<file path="src/rtl/cmv_pkg.sv">
package cmv_pkg;
   localparam int CAUSE_W = 12;
   localparam logic [CAUSE_W-1:0] CAUSE_NONE        = 12'd0;
   localparam logic [CAUSE_W-1:0] CAUSE_CTX_INVALID = 12'd258;
   localparam logic [CAUSE_W-1:0] CAUSE_BLOCKED     = 12'd260;

   typedef enum logic [1:0] {
      K_BARE   = 2'd0,
      K_DIRECT = 2'd1,
      K_PDIR   = 2'd2,
      K_FAULT  = 2'd3
   } kind_e;

   typedef struct packed {
      kind_e               kind;
      logic [CAUSE_W-1:0]  cause;
   } verdict_t;
endpackage

</file>
<file path="src/rtl/cmv_decide.sv">
module cmv_decide
   import cmv_pkg::*;
#(
   parameter int MODE_W        = 4,
   parameter int PPN_W         = 44,
   parameter int PID_W         = 20,
   parameter int ATTR_W        = 32,
   parameter int MAX_DIRECT_MD = 10,
   parameter int MAX_PDIR_MD   = 3
) (
   input  logic              pdtv,
   input  logic              dpe,
   input  logic [MODE_W-1:0] mode,
   input  logic [PPN_W-1:0]  ppn,
   input  logic [ATTR_W-1:0] attr,
   input  logic              no_pid,
   input  logic [PID_W-1:0]  pid,
   output verdict_t          verdict,
   output logic [PID_W-1:0]  o_pid,
   output logic [MODE_W-1:0] o_mode,
   output logic [PPN_W-1:0]  o_ppn,
   output logic [ATTR_W-1:0] o_attr
);
   localparam logic [MODE_W-1:0] LIM_DIRECT = MODE_W'(MAX_DIRECT_MD);
   localparam logic [MODE_W-1:0] LIM_PDIR   = MODE_W'(MAX_PDIR_MD);

   logic is_bare;
   assign is_bare = (mode == '0);

   always_comb begin
      verdict.kind  = K_BARE;
      verdict.cause = CAUSE_NONE;
      o_pid  = '0;
      o_mode = '0;
      o_ppn  = '0;
      o_attr = attr;
      if (is_bare) begin
         verdict.kind = K_BARE;
      end else if (!pdtv) begin
         if (!no_pid) begin
            verdict.kind  = K_FAULT;
            verdict.cause = CAUSE_BLOCKED;
            o_attr        = '0;
         end else if (mode > LIM_DIRECT) begin
            verdict.kind  = K_FAULT;
            verdict.cause = CAUSE_CTX_INVALID;
            o_attr        = '0;
         end else begin
            verdict.kind = K_DIRECT;
            o_mode       = mode;
            o_ppn        = ppn;
         end
      end else if (no_pid && !dpe) begin
         verdict.kind = K_BARE;
      end else if (mode > LIM_PDIR) begin
         verdict.kind  = K_FAULT;
         verdict.cause = CAUSE_CTX_INVALID;
         o_attr        = '0;
      end else begin
         verdict.kind = K_PDIR;
         o_pid        = no_pid ? '0 : pid;
         o_mode       = mode;
         o_ppn        = ppn;
      end
   end
endmodule

</file>
<file path="src/rtl/cmv_ctrl.sv">
module cmv_ctrl
   import cmv_pkg::*;
#(
   parameter int MODE_W = 4,
   parameter int PPN_W  = 44,
   parameter int PID_W  = 20,
   parameter int ATTR_W = 32
) (
   input  logic               clk,
   input  logic               rst_n,
   input  logic               dec_valid,
   input  verdict_t           verdict,
   input  logic [PID_W-1:0]   d_pid,
   input  logic [MODE_W-1:0]  d_mode,
   input  logic [PPN_W-1:0]   d_ppn,
   input  logic [ATTR_W-1:0]  d_attr,
   input  logic               pde_valid,
   input  logic [MODE_W-1:0]  pde_fs_mode,
   input  logic [PPN_W-1:0]   pde_fs_ppn,
   input  logic [ATTR_W-1:0]  pde_attr,
   output logic               idle,
   output logic               pd_req,
   output logic [PID_W-1:0]   pd_pid,
   output logic [MODE_W-1:0]  pd_mode,
   output logic [PPN_W-1:0]   pd_ppn,
   output logic               done,
   output logic [1:0]         res_kind,
   output logic [CAUSE_W-1:0] res_cause,
   output logic [PID_W-1:0]   res_pid,
   output logic [MODE_W-1:0]  res_fs_mode,
   output logic [PPN_W-1:0]   res_fs_ppn,
   output logic [ATTR_W-1:0]  res_attr
);
   typedef enum logic {ST_IDLE = 1'b0, ST_WAIT = 1'b1} st_e;
   st_e state;

   assign idle = (state == ST_IDLE);

   always_ff @(posedge clk) begin
      if (!rst_n) begin
         state       <= ST_IDLE;
         pd_req      <= 1'b0;
         pd_pid      <= '0;
         pd_mode     <= '0;
         pd_ppn      <= '0;
         done        <= 1'b0;
         res_kind    <= '0;
         res_cause   <= '0;
         res_pid     <= '0;
         res_fs_mode <= '0;
         res_fs_ppn  <= '0;
         res_attr    <= '0;
      end else begin
         done   <= 1'b0;
         pd_req <= 1'b0;
         case (state)
            ST_IDLE: begin
               if (dec_valid) begin
                  if (verdict.kind == K_PDIR) begin
                     state   <= ST_WAIT;
                     pd_req  <= 1'b1;
                     pd_pid  <= d_pid;
                     pd_mode <= d_mode;
                     pd_ppn  <= d_ppn;
                  end else begin
                     done        <= 1'b1;
                     res_kind    <= verdict.kind;
                     res_cause   <= verdict.cause;
                     res_pid     <= d_pid;
                     res_fs_mode <= d_mode;
                     res_fs_ppn  <= d_ppn;
                     res_attr    <= d_attr;
                  end
               end
            end
            ST_WAIT: begin
               if (pde_valid) begin
                  state       <= ST_IDLE;
                  done        <= 1'b1;
                  res_kind    <= K_PDIR;
                  res_cause   <= CAUSE_NONE;
                  res_pid     <= pd_pid;
                  res_fs_mode <= pde_fs_mode;
                  res_fs_ppn  <= pde_fs_ppn;
                  res_attr    <= pde_attr;
               end
            end
            default: state <= ST_IDLE;
         endcase
      end
   end

   a_r10_done_pulse: assert property (@(posedge clk) disable iff (!rst_n)
      done |=> !done);
   a_r8_pd_req_pulse: assert property (@(posedge clk) disable iff (!rst_n)
      pd_req |=> !pd_req);
   a_r8_entry_completes: assert property (@(posedge clk) disable iff (!rst_n)
      (state == ST_WAIT && pde_valid) |=> (done && res_kind == K_PDIR && res_cause == '0));
   a_r9_cause_iff_fault: assert property (@(posedge clk) disable iff (!rst_n)
      done |-> ((res_kind == K_FAULT) == (res_cause != '0)));
   a_r11_no_spurious_done: assert property (@(posedge clk) disable iff (!rst_n)
      (state == ST_IDLE && !dec_valid) |=> !done);
   a_r10_wait_no_done: assert property (@(posedge clk) disable iff (!rst_n)
      (state == ST_WAIT && !pde_valid) |=> !done);
endmodule

</file>
<file path="src/rtl/ctx_mode_validator.sv">
module ctx_mode_validator
   import cmv_pkg::*;
#(
   parameter int MODE_W        = 4,
   parameter int PPN_W         = 44,
   parameter int PID_W         = 20,
   parameter int ATTR_W        = 32,
   parameter int MAX_DIRECT_MD = 10,
   parameter int MAX_PDIR_MD   = 3,
   parameter bit STAGE_DECIDE  = 1'b0
) (
   input  logic               clk,
   input  logic               rst_n,
   input  logic               req_valid,
   output logic               req_ready,
   input  logic               ctx_pdtv,
   input  logic               ctx_dpe,
   input  logic [MODE_W-1:0]  ctx_fs_mode,
   input  logic [PPN_W-1:0]   ctx_fs_ppn,
   input  logic [ATTR_W-1:0]  ctx_attr,
   input  logic               req_no_pid,
   input  logic [PID_W-1:0]   req_pid,
   output logic               pd_req,
   output logic [PID_W-1:0]   pd_pid,
   output logic [MODE_W-1:0]  pd_mode,
   output logic [PPN_W-1:0]   pd_ppn,
   input  logic               pde_valid,
   input  logic [MODE_W-1:0]  pde_fs_mode,
   input  logic [PPN_W-1:0]   pde_fs_ppn,
   input  logic [ATTR_W-1:0]  pde_attr,
   output logic               done,
   output logic [1:0]         res_kind,
   output logic [CAUSE_W-1:0] res_cause,
   output logic [PID_W-1:0]   res_pid,
   output logic [MODE_W-1:0]  res_fs_mode,
   output logic [PPN_W-1:0]   res_fs_ppn,
   output logic [ATTR_W-1:0]  res_attr
);
   localparam int MODE_SPAN = 1 << MODE_W;

   if (MODE_W < 2 || MODE_W > 8) begin : g_bad_mode_w
      $error("MODE_W out of range");
   end
   if (MAX_DIRECT_MD >= MODE_SPAN || MAX_PDIR_MD >= MODE_SPAN) begin : g_bad_limit
      $error("mode limits do not fit MODE_W");
   end
   if (PID_W < 1 || PPN_W < 1 || ATTR_W < 1) begin : g_bad_width
      $error("field widths must be positive");
   end

   logic              ctrl_idle, stage_busy, req_fire, dec_valid;
   verdict_t          c_verdict, v_verdict;
   logic [PID_W-1:0]  c_pid,  v_pid;
   logic [MODE_W-1:0] c_mode, v_mode;
   logic [PPN_W-1:0]  c_ppn,  v_ppn;
   logic [ATTR_W-1:0] c_attr, v_attr;

   assign req_ready = ctrl_idle && !stage_busy;
   assign req_fire  = req_valid && req_ready;

   cmv_decide #(
      .MODE_W(MODE_W), .PPN_W(PPN_W), .PID_W(PID_W), .ATTR_W(ATTR_W),
      .MAX_DIRECT_MD(MAX_DIRECT_MD), .MAX_PDIR_MD(MAX_PDIR_MD)
   ) u_decide (
      .pdtv(ctx_pdtv), .dpe(ctx_dpe), .mode(ctx_fs_mode), .ppn(ctx_fs_ppn),
      .attr(ctx_attr), .no_pid(req_no_pid), .pid(req_pid),
      .verdict(c_verdict), .o_pid(c_pid), .o_mode(c_mode), .o_ppn(c_ppn),
      .o_attr(c_attr)
   );

   if (STAGE_DECIDE) begin : g_staged
      logic              s_valid;
      verdict_t          s_verdict;
      logic [PID_W-1:0]  s_pid;
      logic [MODE_W-1:0] s_mode;
      logic [PPN_W-1:0]  s_ppn;
      logic [ATTR_W-1:0] s_attr;
      always_ff @(posedge clk) begin
         if (!rst_n) begin
            s_valid   <= 1'b0;
            s_verdict <= '0;
            s_pid     <= '0;
            s_mode    <= '0;
            s_ppn     <= '0;
            s_attr    <= '0;
         end else begin
            s_valid <= req_fire;
            if (req_fire) begin
               s_verdict <= c_verdict;
               s_pid     <= c_pid;
               s_mode    <= c_mode;
               s_ppn     <= c_ppn;
               s_attr    <= c_attr;
            end
         end
      end
      assign stage_busy = s_valid;
      assign dec_valid  = s_valid;
      assign v_verdict  = s_verdict;
      assign v_pid      = s_pid;
      assign v_mode     = s_mode;
      assign v_ppn      = s_ppn;
      assign v_attr     = s_attr;
   end else begin : g_direct
      assign stage_busy = 1'b0;
      assign dec_valid  = req_fire;
      assign v_verdict  = c_verdict;
      assign v_pid      = c_pid;
      assign v_mode     = c_mode;
      assign v_ppn      = c_ppn;
      assign v_attr     = c_attr;

      a_r2_bare_exit: assert property (@(posedge clk) disable iff (!rst_n)
         (req_fire && ctx_fs_mode == '0) |=>
            (done && res_kind == K_BARE && res_cause == '0 && res_fs_mode == '0));
      a_r3_blocked: assert property (@(posedge clk) disable iff (!rst_n)
         (req_fire && ctx_fs_mode != '0 && !ctx_pdtv && !req_no_pid) |=>
            (done && res_kind == K_FAULT && res_cause == CAUSE_BLOCKED));
      a_r5_forced_bare: assert property (@(posedge clk) disable iff (!rst_n)
         (req_fire && ctx_fs_mode != '0 && ctx_pdtv && req_no_pid && !ctx_dpe) |=>
            (done && res_kind == K_BARE && res_fs_mode == '0));
      a_r6_default_pid: assert property (@(posedge clk) disable iff (!rst_n)
         (req_fire && ctx_fs_mode != '0 && ctx_pdtv && req_no_pid && ctx_dpe &&
          ctx_fs_mode <= MODE_W'(MAX_PDIR_MD)) |=> (pd_req && pd_pid == '0));
   end

   cmv_ctrl #(
      .MODE_W(MODE_W), .PPN_W(PPN_W), .PID_W(PID_W), .ATTR_W(ATTR_W)
   ) u_ctrl (
      .clk(clk), .rst_n(rst_n), .dec_valid(dec_valid), .verdict(v_verdict),
      .d_pid(v_pid), .d_mode(v_mode), .d_ppn(v_ppn), .d_attr(v_attr),
      .pde_valid(pde_valid), .pde_fs_mode(pde_fs_mode), .pde_fs_ppn(pde_fs_ppn),
      .pde_attr(pde_attr), .idle(ctrl_idle), .pd_req(pd_req), .pd_pid(pd_pid),
      .pd_mode(pd_mode), .pd_ppn(pd_ppn), .done(done), .res_kind(res_kind),
      .res_cause(res_cause), .res_pid(res_pid), .res_fs_mode(res_fs_mode),
      .res_fs_ppn(res_fs_ppn), .res_attr(res_attr)
   );
endmodule

</file>
<file path="config.mk">
export PLATFORM = sky130hd
export DESIGN_NAME = ctx_mode_validator
export DESIGN_NICKNAME = d
export VERILOG_FILES = /design/src/rtl/cmv_pkg.sv /design/src/rtl/cmv_decide.sv /design/src/rtl/cmv_ctrl.sv /design/src/rtl/ctx_mode_validator.sv
export SDC_FILE = /design/constraint.sdc
export NUM_CORES = 1
export LEC_CHECK = 0
export CORE_MARGIN = 2
export CORE_UTILIZATION = 30
export DETAILED_ROUTE_END_ITERATION = 8
export PLACE_DENSITY = 0.63
export SLEW_MARGIN = 20
export SYNTH_ARGS = -nofsm -noshare
export SYNTH_HDL_FRONTEND = slang
export SYNTH_SLANG_ARGS = --single-unit
</file>
<file path="constraint.sdc">
create_clock -name clk -period 2.7 [get_ports clk]
set_input_delay 0.54 -clock clk [delete_from_list [all_inputs] [get_ports clk]]
set_output_delay 0.54 -clock clk [all_outputs]
set_load 0.02 [all_outputs]
</file>
==> flow_summary.json <==
{
  "place.gp.congestion": 0.795,
  "required_ps": 3040,
  "netlist_area_um2": 7730,
  "synth_ff_type": "dfxtp_1",
  "rr_worst_depth": 4,
  "whs_ps": 455,
  "drt_pass1_iterations": 8,
  "r2r_start": "u_ctrl.state",
  "cts_buffer_depth": 2,
  "avgSynthCellArea_um2": 8.78,
  "io_buffers": 362,
  "rows": 58,
  "synth_edf_count": 0,
  "power_density_nw_per_um2": 532,
  "clkTransAtPathRegs_ps": 80,
  "maxSlewHeadroom_pct": 49.8,
  "grt_pass1_vias": 7800,
  "die_x_um": 164,
  "hold_path.class": "reg2reg",
  "core_area_um2": 25300,
  "finClkSkew_ps": 9.13,
  "cts_tree": "yes",
  "n_fill_cell": 2430,
  "fin_crit_ps": 2380,
  "yosysWarnings": 0,
  "fin_total_pwr_mw": 6.69,
  "ys_types": 43,
  "grt_setup_unrepaired": "false",
  "antenna_left": 0,
  "rr_endpoint": "u_ctrl.res_cause[1]",
  "final_core_util_pct": 49.8,
  "synth-seq-cells": 176,
  "dp_hpwl_mm": 21.6,
  "tightest_slew_ps": 734,
  "nNetsFinal": 1407,
  "ff2ff_setup_slack_ps": 540,
  "cts.sinks": 176,
  "whs_path_depth": 2,
  "vias_per_cell": 5.25,
  "grt_remaining_overflow": 0,
  "ios": 372,
  "period_share_pct": 88.0,
  "cts_root_buf": "clkbuf_16",
  "path_class": "in2reg",
  "drive_gt1_share_pct": 10.9,
  "wirelength_mm": 30.4,
  "fin_area_um2": 12600,
  "vdd_drop_max_v": 0.000399,
  "synth_async_sr_flop_share_pct": 0,
  "via_count": 8208,
  "drc": 0,
  "maxCapViolCount": 0,
  "multiInputGateArea_um2": 3750,
  "antenna_found_initial": 0,
  "grt_max_degree": 61,
  "power_leakage_nw": 4.15,
  "critPathLaunch": "ctx_fs_mode[0]",
  "timing.setup.tns_ps": 0,
  "routedWlPerCell_um": 19.4,
  "cts-buffers-inserted": 17,
  "fp.dieH_um": 164,
  "hp-start": "u_ctrl.pd_ppn[25]",
  "min_to": "u_ctrl.pd_ppn[25]",
  "syn_inst": 880,
  "post_cts_resized": 0,
  "outcome": "completed",
  "ys_seq_area_share_pct": 45.6,
  "seq_area_um2": 3530,
  "initial_core_util_pct": 30.6,
  "dieArea_um2": 27100,
  "hold_violations": 0,
  "post_cts_buffers": 0,
  "h-tree-depth": 4,
  "track_usage_pct": 21.6,
  "grt_pass1_wl_mm": 45.2,
  "setup_viol": 0,
  "place_area_um2": 12000,
  "start_kind": "input port",
  "critPathCaptureType": "flop",
  "holdBufCountCts": 0,
  "drt_iter0_drc": 771,
  "clock_latency_ps": 430,
  "crit_fanout": 21,
  "syn_to_final_growth_pct": 62.9,
  "fmax_ghz": 0.421,
  "drv_slew": 0,
  "arrival_ps": 2720
}
==> cells in the final DEF (no fill, tap or decap), types with 2 or more instances in the layout <==
cell,instances
conb_1,9
mux2i_1,32
nand2_1,193
buf_4,44
clkdlybuf4s50_1,362
clkinv_8,5
nand3_1,26
clkbuf_16,17
a31oi_1,2
buf_12,15
a311oi_1,48
o32ai_1,3
dfxtp_1,175
inv_8,3
nor3_1,87
nand4_1,45
nand2b_1,5
a222oi_1,19
inv_6,6
nor2b_1,2
o32ai_2,29
and3_1,4
nor2_1,4
a21oi_1,71
==> metrics by stage <==
stage,setup slack (ps),instances
2_1_floorplan,611,888
3_3_place_gp,-80.2,1531
3_5_place_dp,-121,1531
4_1_cts,340,1563
5_1_grt,190,1563
6_report,323,1564
==> worst max path at each step <==
| stage | end | depth (start not counted) |
|---|---|---|
| 6_report | u_ctrl.res_fs_ppn[1] | 7 |
| 5_1_grt | u_ctrl.res_cause[1] | 8 |
| 4_1_cts | u_ctrl.res_fs_ppn[34] | 7 |
| 3_5_place_dp | u_ctrl.res_fs_ppn[34] | 7 |
| 3_3_place_gp | u_ctrl.res_cause[1] | 8 |
| 2_1_floorplan | u_ctrl.res_pid[15] | 7 |
==> registers in the layout (all words and copies together) (netlist names) <==
register            cells
u_ctrl.pd_ppn          44
u_ctrl.res_fs_ppn      44
u_ctrl.res_attr        32
u_ctrl.pd_pid          20
u_ctrl.res_pid         20
u_ctrl.pd_mode          4
u_ctrl.res_fs_mode      4
u_ctrl.res_cause        3
u_ctrl.res_kind         2
u_ctrl.done             1
u_ctrl.pd_req           1
u_ctrl.state            1
==> report_power, final <==
| group | leakage (nW) | internal (mW) | switching (mW) |
|---|---|---|---|
| sequential | 1.44 | 2.71 | 0.0649 |
| clock | 0.303 | 1.34 | 1.26 |
| combinational | 2.41 | 0.669 | 0.639 |
| total | 4.15 | 4.72 | 1.96 |
==> worst max-delay path: stages <==
cell             delay (ps)
clkdlybuf4s50_1         420
or4_2                   770
a31oi_4                 290
buf_4                   200
buf_12                  160
nor3_1                   50
a311oi_1                250
==> area by class of cell <==
class                   count  share of cell area (%)
clock inverters            15                    1.54
clock buffers              17                    3.38
inverters                   2                  0.0994
flip-flops and latches    176                    28.0
diodes                      1                  0.0199
well taps                 330                    3.28
multi-input cells         602                    29.8
repair buffers            421                    33.8
==> cells by family (layout without fill, tap and decap cells) <==
family | after synthesis | after routing | share of synthesized area, %
AOI/OAI and AO/OA | 185 | 185 | 21.2
and+or+nand+nor | 376 | 376 | 22.4
muxes | 32 | 32 | 4.15
buffers and inverters | 110 | 455 | 6.56
other | 1 | 10 | 0.0485
DFF | 176 | 176 | 45.6
==> cells in the mapped netlist, types with 2 or more instances <==
library cell,number,share of area (%)
a222oi_1,19,2.5
nor2b_1,2,0.16
nand3_1,26,1.7
a311oi_1,48,5.4
buf_2,21,1.4
and3_1,4,0.32
a21oi_1,71,4.6
nand2b_1,5,0.40
nand4_1,45,3.6
o32ai_1,3,0.34
inv_1,2,0.097
a31oi_1,2,0.16
buf_4,12,1.2
o32ai_2,29,6.1
nor4_2,2,0.32
nor2_1,4,0.19
mux2i_1,32,4.1
and2_1,2,0.16
buf_6,3,0.44
dfxtp_1,176,46
nor3_1,88,5.7
clkbuf_1,71,3.4
nand2_1,193,9.4
==> per-layer routing <==
layer / global-route usage (%) / wire length (um) / vias to the layer above
met5: 0 / 0 / -
met4: 7.04 / 710 / 0
met3: 6.20 / 2690 / 42
met2: 35.9 / 14400 / 353
met1: 26.8 / 12600 / 3903
li1: - / - / 3910
(Power assumes the default switching activity.)
